==> config.mk <==
export PLATFORM = sky130hd
export DESIGN_NAME = c2w_cache
export DESIGN_NICKNAME = d
export VERILOG_FILES = /design/src/rtl/c2w_pkg.sv /design/src/rtl/c2w_tag_store.sv /design/src/rtl/c2w_data_store.sv /design/src/rtl/c2w_victim_sel.sv /design/src/rtl/c2w_cache.sv
export SDC_FILE = /design/constraint.sdc
export NUM_CORES = 1
export LEC_CHECK = 0
export ABC_AREA = 1
export BUFFER_PORTS_ARGS = -buffer_cell sky130_fd_sc_hd__clkbuf_2
export CORE_MARGIN = 8
export CORE_UTILIZATION = 48
export CTS_BUF_LIST = sky130_fd_sc_hd__clkbuf_4 sky130_fd_sc_hd__clkbuf_8
export CTS_CLUSTER_DIAMETER = 80
export DETAILED_ROUTE_END_ITERATION = 7
export PLACE_DENSITY = 0.68
export SYNTH_ARGS = -nofsm -noshare
export SYNTH_HDL_FRONTEND = slang
export SYNTH_SLANG_ARGS = --single-unit
==> constraint.sdc <==
create_clock -name clk -period 4.2 [get_ports clk]
set_clock_uncertainty 0.05 [all_clocks]
set_input_delay 0.63 -clock clk [delete_from_list [all_inputs] [get_ports clk]]
set_output_delay 0.63 -clock clk [all_outputs]
set_load 0.005 [all_outputs]
==> src/rtl/c2w_pkg.sv <==
package c2w_pkg;
  typedef enum logic [1:0] {
    ST_IDLE   = 2'd0,
    ST_LOOKUP = 2'd1,
    ST_EVICT  = 2'd2,
    ST_FILL   = 2'd3
  } c2w_state_e;

  function automatic int unsigned lane_lsb(input int unsigned off);
    return off * 8;
  endfunction
endpackage

==> src/rtl/c2w_tag_store.sv <==
module c2w_tag_store #(
  parameter int TAG_W = 3,
  parameter int IDX_W = 2,
  parameter int WAYS  = 2,
  localparam int SETS  = 1 << IDX_W,
  localparam int WAY_W = (WAYS > 1) ? $clog2(WAYS) : 1
) (
  input  logic                        clk,
  input  logic                        rst_n,
  input  logic [IDX_W-1:0]            idx,
  input  logic [TAG_W-1:0]            lk_tag,
  output logic [WAYS-1:0]             hit_vec,
  output logic [WAYS-1:0]             valid_vec,
  output logic [WAYS-1:0]             dirty_vec,
  output logic [WAYS-1:0][TAG_W-1:0]  tags,
  output logic [WAY_W-1:0]            lru_way,
  input  logic                        install_en,
  input  logic [WAY_W-1:0]            install_way,
  input  logic                        dirty_en,
  input  logic [WAY_W-1:0]            dirty_way,
  input  logic                        touch_en,
  input  logic [WAY_W-1:0]            touch_way
);
  logic [WAYS-1:0]            valid_q [SETS];
  logic [WAYS-1:0]            dirty_q [SETS];
  logic [WAYS-1:0][TAG_W-1:0] tag_q   [SETS];
  logic [WAY_W-1:0]           lru_q   [SETS];

  assign valid_vec = valid_q[idx];
  assign dirty_vec = dirty_q[idx];
  assign tags      = tag_q[idx];
  assign lru_way   = lru_q[idx];

  for (genvar w = 0; w < WAYS; w++) begin : g_cmp
    assign hit_vec[w] = valid_q[idx][w] && (tag_q[idx][w] == lk_tag);
  end

  always_ff @(posedge clk or negedge rst_n) begin
    if (!rst_n) begin
      for (int s = 0; s < SETS; s++) begin
        valid_q[s] <= '0;
        dirty_q[s] <= '0;
        tag_q[s]   <= '0;
        lru_q[s]   <= '0;
      end
    end else begin
      if (install_en) begin
        valid_q[idx][install_way] <= 1'b1;
        dirty_q[idx][install_way] <= 1'b0;
        tag_q[idx][install_way]   <= lk_tag;
      end
      if (dirty_en) dirty_q[idx][dirty_way] <= 1'b1;
      if (touch_en) lru_q[idx] <= ~touch_way;
    end
  end


  one_way_hit_chk: assert property (@(posedge clk) disable iff (!rst_n)
    $onehot0(hit_vec));
endmodule

==> src/rtl/c2w_data_store.sv <==
module c2w_data_store #(
  parameter int IDX_W = 2,
  parameter int OFF_W = 3,
  parameter int WAYS  = 2,
  localparam int SETS  = 1 << IDX_W,
  localparam int BLK_W = 8 << OFF_W,
  localparam int WAY_W = (WAYS > 1) ? $clog2(WAYS) : 1
) (
  input  logic             clk,
  input  logic [IDX_W-1:0] idx,
  input  logic [WAY_W-1:0] rd_way,
  input  logic [OFF_W-1:0] rd_off,
  output logic [7:0]       rd_byte,
  output logic [BLK_W-1:0] rd_block,
  input  logic             fill_en,
  input  logic [WAY_W-1:0] fill_way,
  input  logic [BLK_W-1:0] fill_data,
  input  logic             wr_en,
  input  logic [WAY_W-1:0] wr_way,
  input  logic [OFF_W-1:0] wr_off,
  input  logic [7:0]       wr_byte
);
  import c2w_pkg::*;

  logic [BLK_W-1:0] blk_q [WAYS][SETS];

  assign rd_block = blk_q[rd_way][idx];
  assign rd_byte  = rd_block[lane_lsb(rd_off) +: 8];

  always_ff @(posedge clk) begin
    for (int w = 0; w < WAYS; w++) begin
      if (fill_en && (fill_way == WAY_W'(w)))
        blk_q[w][idx] <= fill_data;
      else if (wr_en && (wr_way == WAY_W'(w)))
        blk_q[w][idx][lane_lsb(wr_off) +: 8] <= wr_byte;
    end
  end
endmodule

==> src/rtl/c2w_victim_sel.sv <==
module c2w_victim_sel #(
  parameter int WAYS = 2,
  localparam int WAY_W = (WAYS > 1) ? $clog2(WAYS) : 1
) (
  input  logic [WAYS-1:0]  valid_vec,
  input  logic [WAY_W-1:0] lru_way,
  output logic [WAY_W-1:0] victim
);
  always_comb begin
    logic found;
    found  = 1'b0;
    victim = lru_way;
    for (int w = 0; w < WAYS; w++) begin
      if (!found && !valid_vec[w]) begin
        victim = WAY_W'(w);
        found  = 1'b1;
      end
    end
  end
endmodule

==> src/rtl/c2w_cache.sv <==
module c2w_cache #(
  parameter int TAG_W = 3,
  parameter int IDX_W = 2,
  parameter int OFF_W = 3,
  localparam int WAYS       = 2,
  localparam int WAY_W      = 1,
  localparam int ADDR_W     = TAG_W + IDX_W + OFF_W,
  localparam int BLK_ADDR_W = TAG_W + IDX_W,
  localparam int BLK_W      = 8 << OFF_W
) (
  input  logic                  clk,
  input  logic                  rst_n,
  input  logic                  req_valid,
  output logic                  req_ready,
  input  logic                  req_we,
  input  logic [ADDR_W-1:0]     req_addr,
  input  logic [7:0]            req_wdata,
  output logic                  rsp_valid,
  output logic                  rsp_hit,
  output logic [7:0]            rsp_rdata,
  output logic                  mem_req,
  output logic                  mem_we,
  output logic [BLK_ADDR_W-1:0] mem_addr,
  output logic [BLK_W-1:0]      mem_wdata,
  input  logic                  mem_ack,
  input  logic [BLK_W-1:0]      mem_rdata
);
  import c2w_pkg::*;

  c2w_state_e        state_q, state_d;
  logic              we_q;
  logic [ADDR_W-1:0] addr_q;
  logic [7:0]        wdata_q;
  logic              missed_q;
  logic [WAY_W-1:0]  victim_q;

  logic [TAG_W-1:0] a_tag;
  logic [IDX_W-1:0] a_idx;
  logic [OFF_W-1:0] a_off;
  assign a_tag = addr_q[ADDR_W-1 -: TAG_W];
  assign a_idx = addr_q[OFF_W +: IDX_W];
  assign a_off = addr_q[OFF_W-1:0];

  logic [WAYS-1:0]            hit_vec, valid_vec, dirty_vec;
  logic [WAYS-1:0][TAG_W-1:0] tags;
  logic [WAY_W-1:0]           lru_way, victim, hit_way, rd_way;
  logic                       any_hit;
  logic                       install_en, dirty_en, touch_en, wr_en;
  logic [WAY_W-1:0]           touch_way;
  logic [BLK_W-1:0]           rd_block;
  logic [7:0]                 rd_byte;

  assign any_hit = |hit_vec;

  always_comb begin
    hit_way = '0;
    for (int w = 0; w < WAYS; w++)
      if (hit_vec[w]) hit_way = WAY_W'(w);
  end

  c2w_tag_store #(.TAG_W(TAG_W), .IDX_W(IDX_W), .WAYS(WAYS)) u_tags (
    .clk(clk), .rst_n(rst_n), .idx(a_idx), .lk_tag(a_tag),
    .hit_vec(hit_vec), .valid_vec(valid_vec), .dirty_vec(dirty_vec),
    .tags(tags), .lru_way(lru_way),
    .install_en(install_en), .install_way(victim_q),
    .dirty_en(dirty_en), .dirty_way(hit_way),
    .touch_en(touch_en), .touch_way(touch_way)
  );

  c2w_victim_sel #(.WAYS(WAYS)) u_victim (
    .valid_vec(valid_vec), .lru_way(lru_way), .victim(victim)
  );

  assign rd_way = (state_q == ST_EVICT) ? victim_q : hit_way;

  c2w_data_store #(.IDX_W(IDX_W), .OFF_W(OFF_W), .WAYS(WAYS)) u_data (
    .clk(clk), .idx(a_idx), .rd_way(rd_way), .rd_off(a_off),
    .rd_byte(rd_byte), .rd_block(rd_block),
    .fill_en(install_en), .fill_way(victim_q), .fill_data(mem_rdata),
    .wr_en(wr_en), .wr_way(hit_way), .wr_off(a_off), .wr_byte(wdata_q)
  );

  always_comb begin
    state_d    = state_q;
    req_ready  = 1'b0;
    rsp_valid  = 1'b0;
    mem_req    = 1'b0;
    mem_we     = 1'b0;
    mem_addr   = {a_tag, a_idx};
    install_en = 1'b0;
    dirty_en   = 1'b0;
    touch_en   = 1'b0;
    touch_way  = hit_way;
    wr_en      = 1'b0;
    unique case (state_q)
      ST_IDLE: begin
        req_ready = 1'b1;
        if (req_valid) state_d = ST_LOOKUP;
      end
      ST_LOOKUP: begin
        if (any_hit) begin
          rsp_valid = 1'b1;
          touch_en  = 1'b1;
          wr_en     = we_q;
          dirty_en  = we_q;
          state_d   = ST_IDLE;
        end else if (valid_vec[victim] && dirty_vec[victim]) begin
          state_d = ST_EVICT;
        end else begin
          state_d = ST_FILL;
        end
      end
      ST_EVICT: begin
        mem_req  = 1'b1;
        mem_we   = 1'b1;
        mem_addr = {tags[victim_q], a_idx};
        if (mem_ack) state_d = ST_FILL;
      end
      ST_FILL: begin
        mem_req = 1'b1;
        if (mem_ack) begin
          install_en = 1'b1;
          touch_en   = 1'b1;
          touch_way  = victim_q;
          state_d    = ST_LOOKUP;
        end
      end
      default: state_d = ST_IDLE;
    endcase
  end

  assign mem_wdata = rd_block;
  assign rsp_hit   = !missed_q;
  assign rsp_rdata = rd_byte;

  always_ff @(posedge clk or negedge rst_n) begin
    if (!rst_n) begin
      state_q  <= ST_IDLE;
      we_q     <= 1'b0;
      addr_q   <= '0;
      wdata_q  <= '0;
      missed_q <= 1'b0;
      victim_q <= '0;
    end else begin
      state_q <= state_d;
      if (state_q == ST_IDLE && req_valid) begin
        we_q     <= req_we;
        addr_q   <= req_addr;
        wdata_q  <= req_wdata;
        missed_q <= 1'b0;
      end
      if (state_q == ST_LOOKUP && !any_hit) begin
        missed_q <= 1'b1;
        victim_q <= victim;
      end
    end
  end


  mem_hold_chk: assert property (@(posedge clk) disable iff (!rst_n)
    (mem_req && !mem_ack) |=> (mem_req && $stable(mem_we) && $stable(mem_addr)));


  busy_no_ready_chk: assert property (@(posedge clk) disable iff (!rst_n)
    rsp_valid |-> !req_ready);


  invalid_first_chk: assert property (@(posedge clk) disable iff (!rst_n)
    (state_q == ST_LOOKUP && !any_hit && !(&valid_vec)) |-> !valid_vec[victim]);


  wb_only_dirty_chk: assert property (@(posedge clk) disable iff (!rst_n)
    (mem_req && mem_we) |-> (valid_vec[victim_q] && dirty_vec[victim_q]));


  fill_then_hit_chk: assert property (@(posedge clk) disable iff (!rst_n)
    (state_q == ST_FILL && mem_ack) |=> (state_q == ST_LOOKUP && any_hit));


  write_marks_dirty_chk: assert property (@(posedge clk) disable iff (!rst_n)
    (rsp_valid && we_q) |=> (|(hit_vec & dirty_vec)));
endmodule

==> results.py <==
metrics = {
    "status": {
        "status": "complete, but fails checks",
        "violations": "negative setup slack",
    },
    "route": {
        "num_vias": 28900,
        "wl_per_cell_um": 23.10,
        "drt_iter0_drc": 3981,
        "first_pass_iters": 6,
        "antenna_left": 0,
        "vias_per_cell": 5.782,
        "drc": 0,
        "routed_wl_mm": 115.5,
    },
    "placement": {
        "io_buffers": 166,
        "dpl.hpwl_mm": 69.74,
        "place_area_mm2": 0.03346,
        "gp_congestion": 0.9525,
    },
    "synthesis": {
        "synth_flop_cell": "edfxtp_1",
        "synthArstFlopShare_pct": 11.27,
        "ys_warn_count": 0,
        "synth_area_mm2": 0.03249,
        "synth_mux_area_share_pct": 0,
        "synth_top_family_by_area": "simple AND/OR/NAND/NOR gates",
        "syn_avg_cell_area_um2": 8.245,
        "synth_cell_types": 39,
        "synth_xor_xnor_area_share_pct": 0.05391,
        "synth_seq_cells": 577,
        "synthAdderAreaFrac_pct": 0.2310,
        "synth-simple-area-share_pct": 27.08,
        "yosys-top-cells-area": "edfxtp_1, nand2_1, inv_1, nand3_1, o21ai_0",
        "synthCells": 3941,
        "synth_top_area_cell": "edfxtp_1",
        "seq_area_frac_synth_pct": 52.32,
        "synth_compound_area_share_pct": 9.565,
        "synth_nets": 4032,
        "synth_enable_flop_cells": 512,
        "synth_top_cell_area_share_pct": 47.32,
    },
    "global_route": {
        "grt_antenna_before_repair": 1,
        "grt_usage_pct": 27.89,
        "grt_start_max_net_pins": 67,
        "overflow": 0,
        "grt_pass1_wl_mm": 164.7,
        "first_global_vias": 26720,
    },
    "power_and_ir_drop": {
        "ir_drop_mv": 0.4789,
        "p_int_mw": 15.15,
        "clkPwrFrac_pct": 18.6,
        "power_density_mw_per_mm2": 756.6,
        "combPwrFrac_pct": 56.9,
        "switching_share_pct": 47.15,
        "p_leak_nw": 18.27,
        "pwr-share-seq_pct": 24.5,
        "power_switching_mw": 13.51,
    },
    "setup_path": {
        "ff2ff_setup_slack_ns": 0.18,
        "critPathArrivalTime_ns": 3.60,
        "crit_top_cell": "nand2_1",
        "crit_fanout": 6,
        "cp-start-kind": "flip-flop",
        "path_class": "flip-flop to output port",
        "worstPathRequired_ns": 3.52,
        "slowest_delay_ns": 0.46,
        "end_kind": "output port",
        "critPathSlowestCell": "dfrtp_2",
        "worstPathCellList": "buf_6 -> nand2_2 -> nand2_2 -> nand2_2 -> nand2_1 -> nand2_1 -> nand2_2 -> nor2_4 -> nand3_4 -> nand2_8 -> buf_12 -> buf_16 -> nand2_1 -> nand3_1 -> nand2_1 -> nor2_4 -> nor2_1 -> nor2_4 -> nand2_1 -> nand2_1 -> nand2_2 -> clkbuf_2",
    },
    "clocking": {
        "cts_buffer_depth": 3,
        "cts_root_buf": "clkbuf_8",
        "cts_sinks": 577,
        "numCtsBuffers": 99,
        "clkTransAtPathRegs_ns": 0.06,
        "tritoncts": "yes",
        "cts_max_level": 3,
        "clk_latency_ns": 0.73,
    },
    "cells_and_area": {
        "areaGrowthSynthToFinish_pct": 16.57,
        "design_area_mm2": 0.03788,
        "drive_gt1_share_pct": 19.39,
        "finalNetCount": 4132,
    },
    "floorplan": {
        "ioPinCount": 167,
        "fp-row-count": 95,
        "dieWidth_um": 276.2,
        "core_area_mm2": 0.06704,
        "dieArea_mm2": 0.07627,
        "initial_core_util_pct": 48.47,
        "fp.dieH_um": 276.2,
    },
    "sta": {
        "period_minus_slack_ns": 4.280,
        "relSlewSlack_pct": 18.43,
        "clock.fmax_mhz": 233.6,
        "timing.setup.tns_ns": -0.4448,
        "setup_viol": 8,
        "fin_crit_sh_pct": 101.9,
        "hold_violations": 0,
        "rsz0062_at_grt": "yes",
        "setup_slack_ns": -0.08001,
        "drv_slew": 0,
        "worst_pin_slew_ns": 1.222,
    },
    "job": {
        "max_cap_violations": 0,
    },
    "min_path": {
        "hold_class": "primary input to flip-flop",
    },
}
## cells in the mapped netlist (all sizes together) (5+ instances only)
cell type	count
ha	6
a22oi	5
nand4	20
nor3	11
nor2	151
nand3	338
or2	9
edfxtp	512
clkbuf	115
o22ai	10
dfrtp	65
inv	488
nand3b	124
o21ai	580
buf	205
nand2	1288
## worst max-delay path, delay by kind of cell (launching register included)
kind                   cells  cell delay [ns]
buffers and inverters      4             0.57
DFF                        1             0.46
and+or+nand+nor           18             1.87
## state kept, by name, summed over array words and instances, names as in the netlist
signal,count
addr_q,8
missed_q,1
state_q,2
u_data.blk_q,512
u_tags.dirty_q,8
u_tags.lru_q,4
u_tags.tag_q,24
u_tags.valid_q,8
victim_q,1
wdata_q,8
we_q,1
## layer usage
metal	part of all wire [%]	vias up	track usage (%)
met5	0	-	0
met4	5.1	0	13.04
met3	13	362	6.183
met2	45	1944	44.38
met1	37	13540	36.13
li1	-	13050	-
## worst paths after layout
| kind | from | endpoint | depth (start not counted) |
|---|---|---|---|
| worst max-delay path | addr_q[3] | rsp_rdata[1] | 22 |
| worst min-delay path | req_we | we_q | 3 |
| max in group asynchronous | rst_n | addr_q[3] | 3 |
| worst min register to register | u_tags.valid_q[0] | u_tags.valid_q[0] | 2 |
| min in group asynchronous | rst_n | u_tags.dirty_q[1] | 2 |
| worst max register to register | addr_q[3] | u_data.blk_q[0][244] | 14 |
## cell families (layout without fill, tap and decap cells)
kind of cell | count (synthesis) | after routing
buf+inv | 811 | 992
xor+xnor | 2 | 2
fa+ha+maj | 6 | 6
other cells | 0 | 1
flops | 577 | 577
simple gates | 1943 | 1946
compound gates | 602 | 602
## what timing repair did
action / CTS / global route
gates cloned: 10 / 26
endpoints found under the hold margin: 4 / 0
setup buffers: 16 / 34
pin swaps: 23 / 69
hold buffers: 1 / 0
endpoints found under the setup margin: 8 / 14
gates resized for setup: 122 / 216
## layout by cell type (no fill, tap or decap), types with 3 or more instances in the layout
cell | Yosys | final
a22oi_1 | 5 | 5
a31oi_1 | 4 | 4
buf_12 | 3 | 16
buf_16 | 0 | 14
buf_4 | 5 | 81
buf_6 | 34 | 18
buf_8 | 0 | 5
clkbuf_16 | 0 | 17
clkbuf_2 | 0 | 163
clkbuf_4 | 0 | 36
clkbuf_8 | 0 | 111
clkinv_1 | 3 | 26
clkinv_2 | 0 | 9
dfrtp_1 | 65 | 63
edfxtp_1 | 512 | 512
ha_1 | 6 | 5
inv_1 | 483 | 469
inv_2 | 5 | 18
nand2_1 | 1225 | 1140
nand2_2 | 3 | 70
nand2_4 | 60 | 77
nand2_8 | 0 | 4
nand3_1 | 336 | 304
nand3_2 | 2 | 29
nand3_4 | 0 | 5
nand3b_1 | 124 | 124
nand4_1 | 19 | 19
nor2_1 | 145 | 78
nor2_2 | 3 | 29
nor2_4 | 2 | 43
nor3_2 | 1 | 6
nor3_4 | 0 | 3
o21ai_0 | 333 | 325
o21ai_1 | 232 | 232
o21ai_2 | 15 | 21
o22ai_1 | 9 | 9
or2_2 | 9 | 7
## power groups by stage
stage	logic [mW]	clock network [mW]	registers, mW
finish	16.3	5.33	7.01
global placement	11.6	0	7.08
global route	17.0	5.56	7.04
CTS	13.3	5.32	6.98
detailed placement	11.7	0	7.09
floorplan	6.57	0	6.96
## through the flow
stage	util (%)	setup slack, ns	hold WS, ns	cells	total power [mW]
4_1_cts	54.20	-0.07436	0.05217	4941	25.61
6_report	56.50	-0.08001	0.09521	4999	28.66
5_1_grt	56.50	-0.2437	0.09866	4999	29.62
3_5_place_dp	49.92	0.2907	0.3879	4729	18.81
3_3_place_gp	49.92	0.3390	0.3834	4729	18.72
2_1_floorplan	-	1.231	0.2844	3941	13.53
## layout make-up
| class | count | area [um2] |
|---|---|---|
| Fill cell | 5933 | 29160 |
| Inverter | 491 | 1848 |
| Sequential cell | 577 | 17000 |
| Clock inverter | 38 | 229.0 |
| Antenna cell | 1 | 2.502 |
| Tap cell | 873 | 1092 |
| Timing Repair Buffer | 316 | 2848 |
| Clock buffer | 147 | 1798 |
| Multi-Input combinational cell | 2556 | 13050 |
Power figures use the tool's default switching activity.
